### src/rtl/txbuf_pkg.sv
package txbuf_pkg;

  localparam int STAT_W = 4;

  localparam logic [STAT_W-1:0] ST_IDLE      = 4'b0000;
  localparam logic [STAT_W-1:0] ST_AWAIT     = 4'b0010;
  localparam logic [STAT_W-1:0] ST_ONCE      = 4'b0100;
  localparam logic [STAT_W-1:0] ST_ONCE_AWT  = 4'b0110;
  localparam int               BUSY_BIT     = 0;
  localparam int               RETURN_BIT   = 1;

  typedef struct packed {
    logic loadId;
    logic loadByte;
  } dpStrobe_t;

endpackage

### src/rtl/txbuf_ctrl.sv
module txbuf_ctrl
  import txbuf_pkg::*;
(
  input  logic              clk,
  input  logic              rstN,
  input  logic              hostStatWr,
  input  logic [STAT_W-1:0] hostStatCode,
  input  logic              hostIdWr,
  input  logic              hostByteWr,
  input  logic              rtrHit,
  input  logic              txDone,
  input  logic              txAbort,
  output logic [STAT_W-1:0] statReg,
  output logic              irqDone,
  output dpStrobe_t         strobe
);

  logic [STAT_W-1:0] maskedCode;
  logic [STAT_W-1:0] decodedStat;
  logic [STAT_W-1:0] releaseStat;
  logic [STAT_W-1:0] statNext;
  logic              isBusy;
  logic              isIdle;
  logic              ending;

  assign isBusy     = statReg[BUSY_BIT];
  assign isIdle     = (statReg == ST_IDLE);
  assign maskedCode = hostStatCode & ~(STAT_W'(1) << BUSY_BIT);
  assign ending     = txDone || txAbort;

  // Host code decode: the busy bit of the written value never lands
  always_comb begin
    case (maskedCode)
      ST_ONCE:     decodedStat = ST_ONCE | STAT_W'(1);
      ST_ONCE_AWT: decodedStat = ST_ONCE_AWT | STAT_W'(1);
      ST_AWAIT:    decodedStat = ST_AWAIT;
      default:     decodedStat = ST_IDLE;
    endcase
  end

  // After a transfer, modes that answer remote frames keep waiting
  assign releaseStat = statReg[RETURN_BIT] ? ST_AWAIT : ST_IDLE;

  always_comb begin
    statNext = statReg;
    if (isBusy) begin
      if (ending) statNext = releaseStat;
    end else if (hostStatWr) begin
      statNext = decodedStat;
    end else if (rtrHit && statReg == ST_AWAIT) begin
      statNext = ST_AWAIT | STAT_W'(1);
    end
  end

  always_ff @(posedge clk) begin
    if (!rstN) begin
      statReg <= ST_IDLE;
      irqDone <= 1'b0;
    end else begin
      statReg <= statNext;
      irqDone <= isBusy && txDone;
    end
  end

  always_comb begin
    strobe.loadId   = hostIdWr && isIdle;
    strobe.loadByte = hostByteWr && isIdle;
  end

  // a single-shot write from a free buffer makes it busy next cycle
  a_r2_once_goes_busy: assert property (@(posedge clk) disable iff (!rstN)
    (hostStatWr && !isBusy && maskedCode == ST_ONCE) |=> (statReg == 4'b0101));

  // the host cannot set the busy bit alone
  a_r6_busy_bit_masked: assert property (@(posedge clk) disable iff (!rstN)
    (hostStatWr && !isBusy && hostStatCode == 4'b0001) |=> (statReg == ST_IDLE));

  // status writes made while busy change nothing
  a_r7_busy_write_lock: assert property (@(posedge clk) disable iff (!rstN)
    (isBusy && hostStatWr && !ending) |=> $stable(statReg));

  // the interrupt is a single-cycle pulse
  a_r8_irq_pulse: assert property (@(posedge clk) disable iff (!rstN)
    irqDone |=> !irqDone);

  // an abort alone frees the buffer without an interrupt
  a_r9_abort_quiet: assert property (@(posedge clk) disable iff (!rstN)
    (isBusy && txAbort && !txDone) |=> (!irqDone && !statReg[BUSY_BIT]));

  // no interrupt can follow a cycle that was not busy
  a_r10_no_irq_idle: assert property (@(posedge clk) disable iff (!rstN)
    !isBusy |=> !irqDone);

endmodule

### src/rtl/txbuf_data.sv
module txbuf_data
  import txbuf_pkg::*;
#(
  parameter int ID_W       = 11,
  parameter int DATA_BYTES = 8,
  parameter int SEL_W      = 3
) (
  input  logic                    clk,
  input  logic                    rstN,
  input  dpStrobe_t               strobe,
  input  logic [ID_W-1:0]         hostId,
  input  logic                    hostRtr,
  input  logic [SEL_W-1:0]        hostByteSel,
  input  logic [7:0]              hostByte,
  output logic [ID_W-1:0]         frameId,
  output logic                    frameRtr,
  output logic [8*DATA_BYTES-1:0] frameData
);

  always_ff @(posedge clk) begin
    if (!rstN) begin
      frameId  <= '0;
      frameRtr <= 1'b0;
    end else if (strobe.loadId) begin
      frameId  <= hostId;
      frameRtr <= hostRtr;
    end
  end

  for (genvar b = 0; b < DATA_BYTES; b++) begin : g_byte
    logic hit;
    assign hit = strobe.loadByte && (int'(hostByteSel) == b);
    always_ff @(posedge clk) begin
      if (!rstN)    frameData[8*b +: 8] <= 8'h00;
      else if (hit) frameData[8*b +: 8] <= hostByte;
    end
  end

endmodule

### src/rtl/txbuf_status_ctrl.sv
module txbuf_status_ctrl
  import txbuf_pkg::*;
#(
  parameter int ID_W       = 11,
  parameter int DATA_BYTES = 8,
  localparam int SEL_W     = (DATA_BYTES > 1) ? $clog2(DATA_BYTES + 1) : 1
) (
  input  logic                    clk,
  input  logic                    rstN,
  input  logic                    hostStatWr,
  input  logic [3:0]              hostStatCode,
  input  logic                    hostIdWr,
  input  logic [ID_W-1:0]         hostId,
  input  logic                    hostRtr,
  input  logic                    hostByteWr,
  input  logic [SEL_W-1:0]        hostByteSel,
  input  logic [7:0]              hostByte,
  input  logic                    rtrHit,
  input  logic                    txDone,
  input  logic                    txAbort,
  output logic [3:0]              statusOut,
  output logic                    txReq,
  output logic                    busy,
  output logic                    irqDone,
  output logic [ID_W-1:0]         frameId,
  output logic                    frameRtr,
  output logic [8*DATA_BYTES-1:0] frameData
);

  dpStrobe_t strobe;
  logic [STAT_W-1:0] statReg;

  txbuf_ctrl u_ctrl (
    .clk          (clk),
    .rstN         (rstN),
    .hostStatWr   (hostStatWr),
    .hostStatCode (hostStatCode),
    .hostIdWr     (hostIdWr),
    .hostByteWr   (hostByteWr),
    .rtrHit       (rtrHit),
    .txDone       (txDone),
    .txAbort      (txAbort),
    .statReg      (statReg),
    .irqDone      (irqDone),
    .strobe       (strobe)
  );

  txbuf_data #(
    .ID_W       (ID_W),
    .DATA_BYTES (DATA_BYTES),
    .SEL_W      (SEL_W)
  ) u_data (
    .clk         (clk),
    .rstN        (rstN),
    .strobe      (strobe),
    .hostId      (hostId),
    .hostRtr     (hostRtr),
    .hostByteSel (hostByteSel),
    .hostByte    (hostByte),
    .frameId     (frameId),
    .frameRtr    (frameRtr),
    .frameData   (frameData)
  );

  assign statusOut = statReg;
  assign busy      = statReg[BUSY_BIT];
  assign txReq     = statReg[BUSY_BIT];

  // buffer contents cannot move while a transfer is pending
  a_r5_busy_content_lock: assert property (@(posedge clk) disable iff (!rstN)
    busy |=> ($stable(frameId) && $stable(frameRtr) && $stable(frameData)));

  // a remote hit while waiting starts a request next cycle
  a_r4_remote_reply: assert property (@(posedge clk) disable iff (!rstN)
    (statusOut == 4'b0010 && rtrHit && !hostStatWr) |=> (txReq && statusOut == 4'b0011));

endmodule

### config.mk
export PLATFORM = sky130hd
export DESIGN_NAME = txbuf_status_ctrl
export DESIGN_NICKNAME = d
export VERILOG_FILES = /design/src/rtl/txbuf_pkg.sv /design/src/rtl/txbuf_ctrl.sv /design/src/rtl/txbuf_data.sv /design/src/rtl/txbuf_status_ctrl.sv
export SDC_FILE = /design/constraint.sdc
export NUM_CORES = 1
export LEC_CHECK = 0
export CAP_MARGIN = 20
export CORE_ASPECT_RATIO = 0.7
export CORE_MARGIN = 1.5
export CORE_UTILIZATION = 40
export CTS_CLUSTER_SIZE = 25
export DETAILED_ROUTE_END_ITERATION = 10
export PLACE_DENSITY = 0.83
export RECOVER_POWER = 50
export SLEW_MARGIN = 20
export SYNTH_ARGS = -nofsm -noshare
export SYNTH_HDL_FRONTEND = slang
export SYNTH_SLANG_ARGS = --single-unit
export TNS_END_PERCENT = 100
### constraint.sdc
create_clock -name clk -period 2 [get_ports clk]
set_clock_uncertainty 0.2 [all_clocks]
set_input_delay 0.4 -clock clk [delete_from_list [all_inputs] [get_ports clk]]
set_output_delay 0.4 -clock clk [all_outputs]
set_load 0.05 [all_outputs]
# Yosys cells after proc, flatten, opt, wreduce, memory -nomap -nowiden
# Index checks and enable logic that the tools add are counted.
dict set report op_classes {
  n_eq_ne 12
  mux 6
  reduce_logical 17
}
# operator n
set op_table {}
lappend op_table {{$eq 4x4->1 const B} 4}
lappend op_table {{$mux 4} 4}
lappend op_table {{$logic_and 1x1->1} 12}
lappend op_table {{$pmux 3 s3} 1}
lappend op_table {{$eq 4x2->1 const B} 2}
lappend op_table {{$eq 4x3->1 const B} 2}
lappend op_table {{$logic_not 4->1} 2}
lappend op_table {{$eq 3x2->1 const B} 2}
lappend op_table {{$eq 3x1->1 const B} 1}
lappend op_table {{$reduce_bool 3->1} 1}
lappend op_table {{$mux 2} 1}
lappend op_table {{$ne 2x2->1 const B} 1}
lappend op_table {{$reduce_and 2->1} 1}
lappend op_table {{$logic_or 1x1->1} 1}
dict set report totals {
  regBits 81
  in_bits 36
  wordCells 48
}

# Logic depth before layout (Yosys ltp)
# Gate-level depths: netlist of the first run.
dict set report logic_depth {
  ltp_word 5
  mapped_depth 5
  mapped_depth_nobuf 3
}

# By module
# A second synthesis of the first run with hierarchy kept.
dict set report hier_totals {
  cells_unflattened 291
  hier_area_um2 3031.7
}
# mod n_inst cells_each area_each_um2 seq_area_each_um2
set by_module_without_submodules {}
lappend by_module_without_submodules {txbuf_data 1 264 2793.9 1521.5}
lappend by_module_without_submodules {txbuf_ctrl 1 25 222.7 80.1}
lappend by_module_without_submodules {txbuf_status_ctrl 1 2 15.0 0.0}

# Worst setup path after synthesis of the first run
# OpenSTA, ideal clock, no wires.
dict set report synth_timing {
  path_kind {register to register}
  startpoint {reg u_ctrl.statReg[0]}
  endpoint {reg u_data.frameId[1]}
  setup_time_ps 123
  t_arrival_ps 1650
  setup_slack_ps 27
  stages_incl_launch_ff 6
  path_cell_list {dfxtp_1 -> buf_6 -> or4b_2 -> buf_4 -> nand2_1 -> a21boi_0}
}
dict set report synth_between {
  elab_chain_len 2
}
# element line_no
set synth_lines {}
lappend synth_lines {{from (decl)} txbuf_ctrl.sv:13} ;# output logic [STAT_W-1:0] statReg,
lappend synth_lines {{from (signal assigned)} txbuf_ctrl.sv:60} ;# statReg <= statNext;
lappend synth_lines {{$logic_not 4->1} txbuf_ctrl.sv:27} ;# assign isIdle = (statReg == ST_IDLE);
lappend synth_lines {{$logic_and 1x1->1} txbuf_ctrl.sv:66} ;# strobe.loadId = hostIdWr && isIdle;
lappend synth_lines {{to (signal assigned)} txbuf_data.sv:25} ;# frameId <= hostId;
lappend synth_lines {{to (decl)} txbuf_data.sv:15} ;# output logic [ID_W-1:0] frameId,
# Every way passes these cells.
# A chain may end at the register's enable or synchronous reset.

# Final worst setup path of the first run
dict set report layout_timing {
  startpoint {reg u_ctrl.statReg[0]}
  endpoint {out statusOut[0]}
}
# element line_no
set layout_rtl {}
lappend layout_rtl {{to (decl)} txbuf_status_ctrl.sv:21} ;# output logic [3:0] statusOut,
# No word-level cell between the ends.

==> impl_summary.log, run 1 <==
INFO  metric switching_share = 25.61%
INFO  metric postCtsHoldBufs = 0
INFO  metric max_slew_margin = 56.01%
INFO  metric ff_latch_area = 1602 µm²
INFO  metric final_antenna_net_count = 0
INFO  metric placement.setup.worst_slack = -165.9 ps
INFO  metric critPathLaunchType = flip-flop
INFO  metric post_cts_resized = 0
INFO  metric outcome = completed
INFO  metric route.vias.total = 2,538
INFO  metric synth-seq-cells = 80
INFO  metric drv_cap = 0
INFO  metric netlist.top_cell.by_area = dfxtp_1
INFO  metric totalWireLength = 8046 µm
INFO  metric antenna_violations_before_repair = 0
INFO  metric layout.cells.non_filler = 529
INFO  metric post_synth_num_cell_types = 30
INFO  metric synth.most_common_cell = nand2_1
INFO  metric number_of_global_route_vias_before_repair = 2,501
INFO  metric htree_num_levels = 3
INFO  metric synth_async_sr_flop_share = 0%
INFO  metric vias_per_cell = 4.798
INFO  metric synth_fp_nets = 337
INFO  metric final.fill_count = 732
INFO  metric final_standard_cell_area_without_fillers = 4144 µm²
INFO  metric synthFlopType = dfxtp_1
INFO  metric clock_path_buffers = 2
INFO  metric floorplan.initialDensity = 41.52%
INFO  metric num_antenna_cells = 0
INFO  metric placed_cells_incl_taps = 513
INFO  metric grt_remaining_overflow = 0
INFO  metric clk_pin_slew = 80 ps
INFO  metric internal-power = 2.475 mW
INFO  metric post-route-drc-count = 0
INFO  metric synth.top_cell.area_share = 52.70%
INFO  metric final_max_slew_viol_count = 0
INFO  metric setup_repair_after_global_routing_missed_its_margin = false
INFO  metric required = 1400 ps
INFO  metric footprint_of_the_multi_input_gates = 1340 µm²
INFO  metric synth_warnings = 0
INFO  metric crit_path_max_fanout = 10
INFO  metric syn_area_per_cell = 10.10 µm²
INFO  metric final-hold-violation-count = 0
INFO  metric placed_instance_area = 4239 µm²
INFO  metric hold_depth = 2
INFO  metric cts_tree = done
INFO  metric tightest_slew = 662.6 ps
INFO  metric clk-insertion-delay-late = 340 ps
INFO  metric hold_class = flip-flop to flip-flop
INFO  metric gp_routability_congestion = 0.8312
INFO  metric post-cts-setup-buffer-count = 0
INFO  metric p_leak = 1.911 nW
INFO  metric final-setup-viol-count = 0
INFO  metric pwr-share-comb = 12.4%
INFO  metric routed_wire_length_per_instance = 15.21 µm
INFO  metric cts_buffers = 9
INFO  metric drt-pass1-iter-count = 4
INFO  metric floorplan.core_area = 7320 µm²
INFO  metric number_of_flops_mapped_to_enable_cells_by_yosys = 0
INFO  metric min_period = 1882 ps
INFO  metric synthesis.instances = 301
INFO  metric die_w = 107.2 µm
INFO  metric finalSetupTns = 0 ps
INFO  metric hold-worst-slack = 257.2 ps
INFO  metric cts_root_buffer = clkbuf_8
INFO  metric post-route-util = 56.62%
INFO  metric seq_power_share = 49.4%
INFO  metric final_min_period_over_clock_period = 94.12%
INFO  metric synth_commonest_cells = 97 x nand2_1, 80 x dfxtp_1, 64 x mux2i_1
INFO  metric io_pins = 119
INFO  metric worst_r2r_path_depth = 5
INFO  metric synth.area.top_cells = dfxtp_1 53%, mux2i_1 21%, nand2_1 12%
INFO  metric port-buffer-count = 116
INFO  metric switching_power = 852.0 µW
INFO  metric dr.first_iter.drc_count = 67
INFO  metric dp_hpwl = 5832 µm
INFO  metric num-nets-final = 462
INFO  metric timing_worst_setup_path_type = flip-flop to primary output
INFO  metric synth_area = 3039 µm²
INFO  metric global_route_wire_length_before_repair = 12,790 µm
INFO  metric placement_rows = 26
INFO  metric critPathArrivalTime = 1280 ps
INFO  metric grt_start_max_net_pins = 67
INFO  metric area_growth = 36.35%
INFO  metric dieHeight = 75.93 µm
INFO  metric p_total = 3.327 mW
INFO  metric synth.yosys.seq_area_share = 52.70%
INFO  metric timing.critical_path.to_type = primary output
INFO  metric drive_gt1_share = 10.90%
INFO  metric fmaxAchievable = 0.5312 GHz
INFO  metric die-area = 8139 µm²
INFO  metric grt_use_total = 20.54%
INFO  metric cts.sink_count = 80
INFO  metric clkPwrFrac = 38.2%
INFO  metric layout_setup_ws = 117.5 ps
INFO  metric worst_ir_drop_vdd = 0.3643 mV
INFO  metric powerDensity = 802.9 nW/µm²
## sequential cells by signal (all words and copies together), names as in the netlist
name	cells
u_ctrl.irqDone	1
u_ctrl.statReg	3
u_data.frameRtr	1
u_data.frameId	11
u_data.frameData	64
## logic make-up after synthesis
group / after synthesis / share of synthesized area, %
buffers and inverters: 19 / 3.211
AOI/OAI and AO/OA: 18 / 4.199
and+or+nand+nor: 119 / 18.69
DFF: 80 / 52.70
muxes: 64 / 21.08
other: 1 / 0.1234
## path summary, 6_finish.rpt
kind                                                startpoint                                 to  slack, ps
worst max-delay path              u_ctrl.statReg[0]$_SDFF_PN0_                       statusOut[0]        120
worst min-delay path            u_data.frameId[0]$_SDFFE_PN0P_     u_data.frameId[0]$_SDFFE_PN0P_        260
worst max register to register  u_ctrl.statReg[1]$_SDFFE_PN0P_  u_data.frameData[59]$_SDFFE_PN0P_        220
worst min register to register  u_data.frameId[0]$_SDFFE_PN0P_     u_data.frameId[0]$_SDFFE_PN0P_        260
## worst max-delay path, stage by stage, from the launching register on
cell and delay [ps]:
dfxtp_1 550, buf_4 250, buf_12 140
## power groups by stage
| stage | registers (mW) | logic [mW] | clock network (mW) |
|---|---|---|---|
| after floorplan | 1.80 | 0.137 | 0 |
| after global placement | 1.68 | 0.435 | 0 |
| after detailed placement | 1.68 | 0.440 | 0 |
| after CTS | 1.64 | 0.442 | 1.31 |
| after global routing | 1.65 | 0.436 | 1.38 |
| final | 1.64 | 0.412 | 1.27 |
## metal layers
metal	GRT usage, %	vias up	wire (µm)
met4	8.000	0	119
met3	5.938	12	488
met5	0	-	0
met1	26.31	1191	3762
li1	-	1257	-
met2	32.55	78	3675
## cells in the final DEF, fill, tap and decap left out, types with 2 or more instances in the layout
master,instances
buf_12,7
clkbuf_8,9
or4b_2,2
clkdlybuf4s50_1,33
nor2_1,2
a21boi_0,13
clkbuf_1,80
o21ai_0,2
nand2_1,97
nand2_2,3
bufinv_16,2
dfxtp_1,80
mux2i_1,64
nor4b_1,2
nand3_2,2
buf_4,12
## layout make-up
class / count / share of cell area (%)
multi-input combinational: 202 / 32.34
clock inverter: 5 / 1.963
inverter: 1 / 0.09058
tap: 98 / 2.959
sequential: 80 / 38.65
timing repair buffer: 132 / 20.83
clock buffer: 11 / 3.170
Note: power is estimated with default switching activity, not from simulation.
==> run 2: changes to the inputs <==
--- a/config.mk
+++ b/config.mk
@@ -7,7 +7,7 @@
 export LEC_CHECK = 0
 export CAP_MARGIN = 20
 export CORE_ASPECT_RATIO = 0.7
-export CORE_MARGIN = 1.5
+export CORE_MARGIN = 10
 export CORE_UTILIZATION = 40
 export CTS_CLUSTER_SIZE = 25
 export DETAILED_ROUTE_END_ITERATION = 10
==> impl_summary.log, run 2 (synthesis results as in run 1) <==
INFO  metric cts.sink_count = 80 (unchanged)
INFO  metric hold_class = flip-flop to flip-flop
INFO  metric max_reg_flops = 64 (unchanged)
INFO  metric grt_start_max_net_pins = 33 (-51%)
INFO  metric clk-insertion-delay-late = 340 ps (about the same)
INFO  metric worst_hold_startpoint = u_data.frameData[32]$_SDFFE_PN0P_
INFO  metric largest_registers = u_data.frameData: 64 flops, u_data.frameId: 11 flops, u_ctrl.statReg: 3 flops
INFO  metric area_growth = 37.05%
INFO  metric most_common_cell_after_layout_fill_and_taps_aside = nand2_1
INFO  metric max_slew_margin = 57.21% (+1.2 points)
INFO  metric num_antenna_cells = 0 (unchanged)
INFO  metric crit_path_max_fanout = 10 (unchanged)
INFO  metric powerDensity = 765.6 nW/µm² (-4.7%)
INFO  metric crit-reg2reg-capture = u_data.frameId[1]$_SDFFE_PN0P_
INFO  metric grt_remaining_overflow = 0 (unchanged)
INFO  metric dieHeight = 92.93 µm (+22%)
INFO  metric cts_root_buffer = clkbuf_8
INFO  metric drive_gt1_share = 12.21% (+1.3 points)
INFO  metric num-nets-final = 466 (+0.87%)
INFO  metric final-setup-viol-count = 0 (unchanged)
INFO  metric final_max_slew_viol_count = 0 (unchanged)
INFO  metric regMostFlops = u_data.frameData
INFO  metric crit_path_max_incr_delay = 550 ps (about the same)
INFO  metric hold_depth = 2 (unchanged)
INFO  metric critPathLaunchType = flip-flop
INFO  metric dp_hpwl = 7184 µm (+23%)
INFO  metric postCtsHoldBufs = 0 (unchanged)
INFO  metric p_leak = 1.931 nW (+1.0%)
INFO  metric drt-pass1-iter-count = 4 (unchanged)
INFO  metric required = 1400 ps (about the same)
INFO  metric finalSetupTns = 0 ps (unchanged)
INFO  metric critical_path.cell_chain = buf_4 -> buf_12
INFO  metric cts_tree = done
INFO  metric die-area = 11,540 µm² (+42%)
INFO  metric post_cts_resized = 0 (unchanged)
INFO  metric totalWireLength = 9245 µm (+15%)
INFO  metric worst_path_max_delay_cell = dfxtp_1
INFO  metric outcome = completed
INFO  metric global_route_wire_length_before_repair = 14,570 µm (+14%)
INFO  metric number_of_global_route_vias_before_repair = 2,677 (+7.0%)
INFO  metric layout_common_cells = 97 x nand2_1, 80 x dfxtp_1, 77 x clkbuf_1
INFO  metric floorplan.core_area = 7352 µm² (+0.44%)
INFO  metric timing_worst_setup_path_type = flip-flop to primary output
INFO  metric placed_cells_incl_taps = 517 (+0.78%)
INFO  metric clock_path_buffers = 2 (unchanged)
INFO  metric fmaxAchievable = 0.5326 GHz (+0.27%)
INFO  metric regToRegStartpoint = u_ctrl.statReg[0]$_SDFF_PN0_
INFO  metric worst_ir_drop_vdd = 0.4037 mV (+11%)
INFO  metric placement_rows = 26 (unchanged)
INFO  metric timing.critical_path.to_type = primary output
INFO  metric port-buffer-count = 116 (unchanged)
INFO  metric setup_repair_after_global_routing_missed_its_margin = false
INFO  metric final-hold-violation-count = 0 (unchanged)
INFO  metric critPathArrivalTime = 1280 ps (about the same)
INFO  metric cts_buffers = 9 (unchanged)
INFO  metric floorplan.initialDensity = 41.34% (-0.18 points)
INFO  metric post-cts-setup-buffer-count = 0 (unchanged)
INFO  metric routed_wire_length_per_instance = 17.38 µm (+14%)
INFO  metric io_pins = 119 (unchanged)
INFO  metric layout.cells.non_filler = 532 (+0.57%)
INFO  metric min_period = 1877 ps (-5.059 ps)
INFO  metric gp_routability_congestion = 0.8104 (-2.5%)
INFO  metric tightest_slew = 644.6 ps (-18.05 ps)
INFO  metric drv_cap = 0 (unchanged)
INFO  metric grt_use_total = 16.25% (-4.3 points)
INFO  metric final_min_period_over_clock_period = 93.87% (-0.25 points)
INFO  metric htree_num_levels = 3 (unchanged)
INFO  metric worst_r2r_path_depth = 3 (-2)
INFO  metric final_antenna_net_count = 0 (unchanged)
INFO  metric post-route-drc-count = 0 (unchanged)
INFO  metric clk_pin_slew = 80 ps (about the same)
INFO  metric vias_per_cell = 4.821 (+0.49%)
INFO  metric regToRegSetupSlack = 210 ps (about the same)
INFO  metric antenna_violations_before_repair = 0 (unchanged)
INFO  metric die_w = 124.2 µm (+16%)
INFO  metric route.vias.total = 2,565 (+1.1%)
INFO  metric dr.first_iter.drc_count = 98 (+46%)
INFO  metric hold_end = u_data.frameData[32]$_SDFFE_PN0P_
==> run 2: area by class of cell <==
| class | count | area [µm²] |
|---|---|---|
| fillers | 722 | 3187 |
| clock buffers | 10 | 127.6 |
| well taps | 98 | 122.6 |
| clock inverters | 5 | 58.81 |
| flip-flops and latches | 80 | 1602 |
| repair buffers | 136 | 910.9 |
| inverters | 1 | 3.754 |
| multi-input cells | 202 | 1340 |
==> run 2: report_power, final <==
group          total [mW]  internal (mW)  switching (mW)  leakage [nW]
sequential           1.65           1.62          0.0203         0.648
combinational       0.418          0.149           0.269          1.19
clock                1.13          0.570           0.555        0.0883
total                3.19           2.34           0.845          1.93
==> run 2: critical path: cells and delay by family (launching register included) <==
| family | cells | cell delay [ps] |
|---|---|---|
| flip-flops | 1 | 550 |
| buffers and inverters | 2 | 390 |
==> run 2: how the worst max path moves through the flow <==
| stage | startpoint | end | slack, ps |
|---|---|---|---|
| after detailed placement | hostIdWr | u_data.frameId[1]$_SDFFE_PN0P_ | -190 |
| after floorplan | u_ctrl.statReg[0]$_SDFF_PN0_ | u_data.frameId[1]$_SDFFE_PN0P_ | 30 |
| after CTS | u_ctrl.statReg[0]$_SDFF_PN0_ | busy | 120 |
| final | u_ctrl.statReg[0]$_SDFF_PN0_ | busy | 120 |
| after global placement | hostIdWr | u_data.frameId[10]$_SDFFE_PN0P_ | -140 |
| after global routing | u_ctrl.statReg[0]$_SDFF_PN0_ | busy | 50 |
==> run 2: metrics by stage <==
step                      area (µm²)  setup WS [ps]  total power [mW]  hold WS [ps]  util, %
after CTS                       4456          118.8             3.253         260.4    60.60
final                           4165          122.6             3.189         258.9    56.65
after global routing            4165          50.35             3.314         287.1    56.65
after floorplan                 3039          27.03             1.933         334.9        -
after detailed placement        4269         -190.5             2.132         251.4    58.07
after global placement          4269         -142.6             2.124         242.5    58.07
==> run 2: layer usage <==
layer  track usage, %  up-vias  wire, µm
li1                 -     1269         -
met1            19.34     1219      3909
met2            27.41       70      4552
met3            4.851        7       675
met4            5.067        0       108
met5                0        -         0
==> run 3: changes to the inputs <==
--- a/config.mk
+++ b/config.mk
@@ -5,6 +5,7 @@
 export SDC_FILE = /design/constraint.sdc
 export NUM_CORES = 1
 export LEC_CHECK = 0
+export ABC_AREA = 1
 export CAP_MARGIN = 20
 export CORE_ASPECT_RATIO = 0.7
 export CORE_MARGIN = 10
==> impl_summary.log, run 3 <==
INFO  metric htree_num_levels = 3 (unchanged)
INFO  metric crit-reg2reg-capture = u_data.frameData[26]$_SDFFE_PN0P_
INFO  metric synth_warnings = 0 (unchanged)
INFO  metric totalWireLength = 9628 µm (+4.1%)
INFO  metric timing_worst_setup_path_type = flip-flop to primary output
INFO  metric crit_path_max_fanout = 2 (-8)
INFO  metric floorplan.core_area = 7417 µm² (+0.88%)
INFO  metric vias_per_cell = 4.827 (+0.11%)
INFO  metric area_growth = 33.16%
INFO  metric io_pins = 119 (unchanged)
INFO  metric largest_registers = u_data.frameData: 64 flops, u_data.frameId: 11 flops, u_ctrl.statReg: 3 flops
INFO  metric num_antenna_cells = 0 (unchanged)
INFO  metric worst_r2r_path_depth = 6 (+3)
INFO  metric drive_gt1_share = 10.89% (-1.3 points)
INFO  metric clk-insertion-delay-late = 350 ps (about the same)
INFO  metric synth_commonest_cells = 80 x dfxtp_1, 70 x nor2_1, 64 x o21ai_0
INFO  metric cts.sink_count = 80 (unchanged)
INFO  metric outcome = completed
INFO  metric route.vias.total = 2,954 (+15%)
INFO  metric synth.yosys.seq_area_share = 51.51% (-1.2 points)
INFO  metric synth.top_cell.area_share = 51.51% (-1.2 points)
INFO  metric number_of_flops_mapped_to_enable_cells_by_yosys = 0 (unchanged)
INFO  metric synth.area.top_cells = dfxtp_1 52%, o21ai_0 10%, nor2_1 8.5%
INFO  metric regToRegSetupSlack = 340 ps (+130 ps)
INFO  metric drt-pass1-iter-count = 4 (unchanged)
INFO  metric grt_remaining_overflow = 0 (unchanged)
INFO  metric synthFlopType = dfxtp_1
INFO  metric hold_depth = 2 (unchanged)
INFO  metric layout_common_cells = 80 x dfxtp_1, 70 x nor2_1, 65 x clkbuf_1
INFO  metric die-area = 11,760 µm² (+1.9%)
INFO  metric layout_setup_ws = 202.1 ps (+79.49 ps)
INFO  metric hold_end = u_data.frameId[5]$_SDFFE_PN0P_
INFO  metric synth.most_common_cell = dfxtp_1
INFO  metric synth-seq-cells = 80 (unchanged)
INFO  metric post-route-drc-count = 0 (unchanged)
INFO  metric dr.first_iter.drc_count = 176 (+80%)
INFO  metric post-route-util = 55.82% (-0.83 points)
INFO  metric regToRegStartpoint = u_ctrl.statReg[2]$_SDFFE_PN0P_
INFO  metric antenna_violations_before_repair = 0 (unchanged)
INFO  metric placed_instance_area = 4197 µm² (-1.7%)
INFO  metric min_period = 1798 ps (-79.49 ps)
INFO  metric wp_buf_inv = 1 (-1)
INFO  metric cts_root_buffer = clkbuf_8
INFO  metric setup_repair_after_global_routing_missed_its_margin = false
INFO  metric die_w = 125.4 µm (+0.96%)
INFO  metric placement_rows = 26 (unchanged)
INFO  metric final-hold-violation-count = 0 (unchanged)
INFO  metric hold-worst-slack = 244.1 ps (-14.84 ps)
INFO  metric global_route_wire_length_before_repair = 15,220 µm (+4.5%)
INFO  metric syn_area_per_cell = 7.852 µm² (-22%)
INFO  metric gp_routability_congestion = 0.7957 (-1.8%)
INFO  metric required = 1400 ps (about the same)
INFO  metric final-setup-viol-count = 0 (unchanged)
INFO  metric port-buffer-count = 116 (unchanged)
INFO  metric final_standard_cell_area_without_fillers = 4140 µm² (-0.60%)
INFO  metric powerDensity = 826.4 nW/µm² (+7.9%)
INFO  metric post-cts-setup-buffer-count = 0 (unchanged)
INFO  metric drv_cap = 0 (unchanged)
INFO  metric postCtsHoldBufs = 0 (unchanged)
INFO  metric finalSetupTns = 0 ps (unchanged)
INFO  metric critPathArrivalTime = 1200 ps (-80 ps)
INFO  metric critPathLaunchType = flip-flop
INFO  metric final_antenna_net_count = 0 (unchanged)
INFO  metric clock_path_buffers = 2 (unchanged)
INFO  metric regMostFlops = u_data.frameData
INFO  metric final_min_period_over_clock_period = 89.90% (-4.0 points)
INFO  metric routed_wire_length_per_instance = 15.73 µm (-9.5%)
INFO  metric fmaxAchievable = 0.5562 GHz (+4.4%)
INFO  metric synth_area = 3109 µm² (+2.3%)
INFO  metric critical_path.cell_chain = clkbuf_1
INFO  metric grt_start_max_net_pins = 46 (+39%)
INFO  metric max_reg_flops = 64 (unchanged)
INFO  metric timing.critical_path.to_type = primary output
INFO  metric p_leak = 1.679 nW (-13%)
INFO  metric worst_hold_startpoint = u_data.frameId[5]$_SDFFE_PN0P_
INFO  metric post_synth_num_cell_types = 24 (-20%)
INFO  metric crit_path_max_incr_delay = 510 ps (-40 ps)
INFO  metric startpoint = u_data.frameData[30]$_SDFFE_PN0P_
INFO  metric synthesis.instances = 396 (+32%)
INFO  metric most_common_cell_after_layout_fill_and_taps_aside = dfxtp_1
INFO  metric dieHeight = 93.77 µm (+0.90%)
INFO  metric tightest_slew = 666.8 ps (+22.23 ps)
INFO  metric floorplan.initialDensity = 41.92% (+0.58 points)
INFO  metric clk_pin_slew = 70 ps (about the same)
INFO  metric grt_use_total = 15.98% (-0.27 points)
INFO  metric placement.setup.worst_slack = -91.74 ps (+98.76 ps)
INFO  metric cts_buffers = 9 (unchanged)
INFO  metric synth_async_sr_flop_share = 0% (unchanged)
INFO  metric final_max_slew_viol_count = 0 (unchanged)
INFO  metric cts_tree = done
INFO  metric hold_class = flip-flop to flip-flop
INFO  metric critical_path_depth = 1 (-1)
INFO  metric num-nets-final = 546 (+17%)
INFO  metric critical_path.top_delay_family = buffers and inverters
INFO  metric netlist.top_cell.by_area = dfxtp_1
INFO  metric worst_path_max_delay_cell = clkbuf_1
INFO  metric post_cts_resized = 0 (unchanged)
INFO  metric max_slew_margin = 55.55% (-1.7 points)
INFO  metric synth_fp_nets = 432 (+28%)
INFO  metric number_of_global_route_vias_before_repair = 2,886 (+7.8%)
INFO  metric worst_ir_drop_vdd = 0.4201 mV (+4.0%)
INFO  metric dp_hpwl = 7102 µm (-1.1%)
## run 3: worst max path at each step
stage                                   endpoint  slack, ps
5_1_grt        u_data.frameData[26]$_SDFFE_PN0P_        130
3_3_place_gp   u_data.frameData[62]$_SDFFE_PN0P_        -40
6_report                           frameData[30]        200
2_1_floorplan  u_data.frameData[10]$_SDFFE_PN0P_        230
4_1_cts        u_data.frameData[63]$_SDFFE_PN0P_        250
3_5_place_dp   u_data.frameData[62]$_SDFFE_PN0P_        -90
## run 3: layer usage
metal	wire length, µm	track usage [%]
met1	4316	18.71
met2	4509	26.44
met3	705	7.219
met4	96	3.633
met5	0	0
## run 3: cell families (layout without fill, tap and decap cells)
| logic type | after synthesis | count (layout) | synth area share, % |
|---|---|---|---|
| and+or+nand+nor | 147 | 147 | 21.57 |
| AOI/OAI and AO/OA | 115 | 115 | 18.51 |
| DFF | 80 | 80 | 51.51 |
| buffers and inverters | 53 | 171 | 8.290 |
| other | 1 | 1 | 0.1206 |
## run 3: through the flow
| step | cells | power [mW] |
|---|---|---|
| floorplan | 396 | 2.072 |
| global placement | 597 | 2.273 |
| detailed placement | 597 | 2.285 |
| CTS | 612 | 3.501 |
| global route | 612 | 3.561 |
| finish | 612 | 3.422 |
## run 3: final cells by class
| cell class | instances | area [µm²] |
|---|---|---|
| fill | 727 | 3277 |
| tap | 98 | 122.6 |
| inverter | 29 | 108.9 |
| timing repair buffer | 127 | 852.1 |
| clock buffer | 12 | 165.2 |
| sequential | 80 | 1602 |
| clock inverter | 3 | 40.04 |
| multi-input combinational | 263 | 1250 |
## run 3: power breakdown
group / internal (mW) / switching (mW)
logic: 0.160 / 0.382
registers: 1.64 / 0.0247
clock network: 0.668 / 0.547
total: 2.47 / 0.954
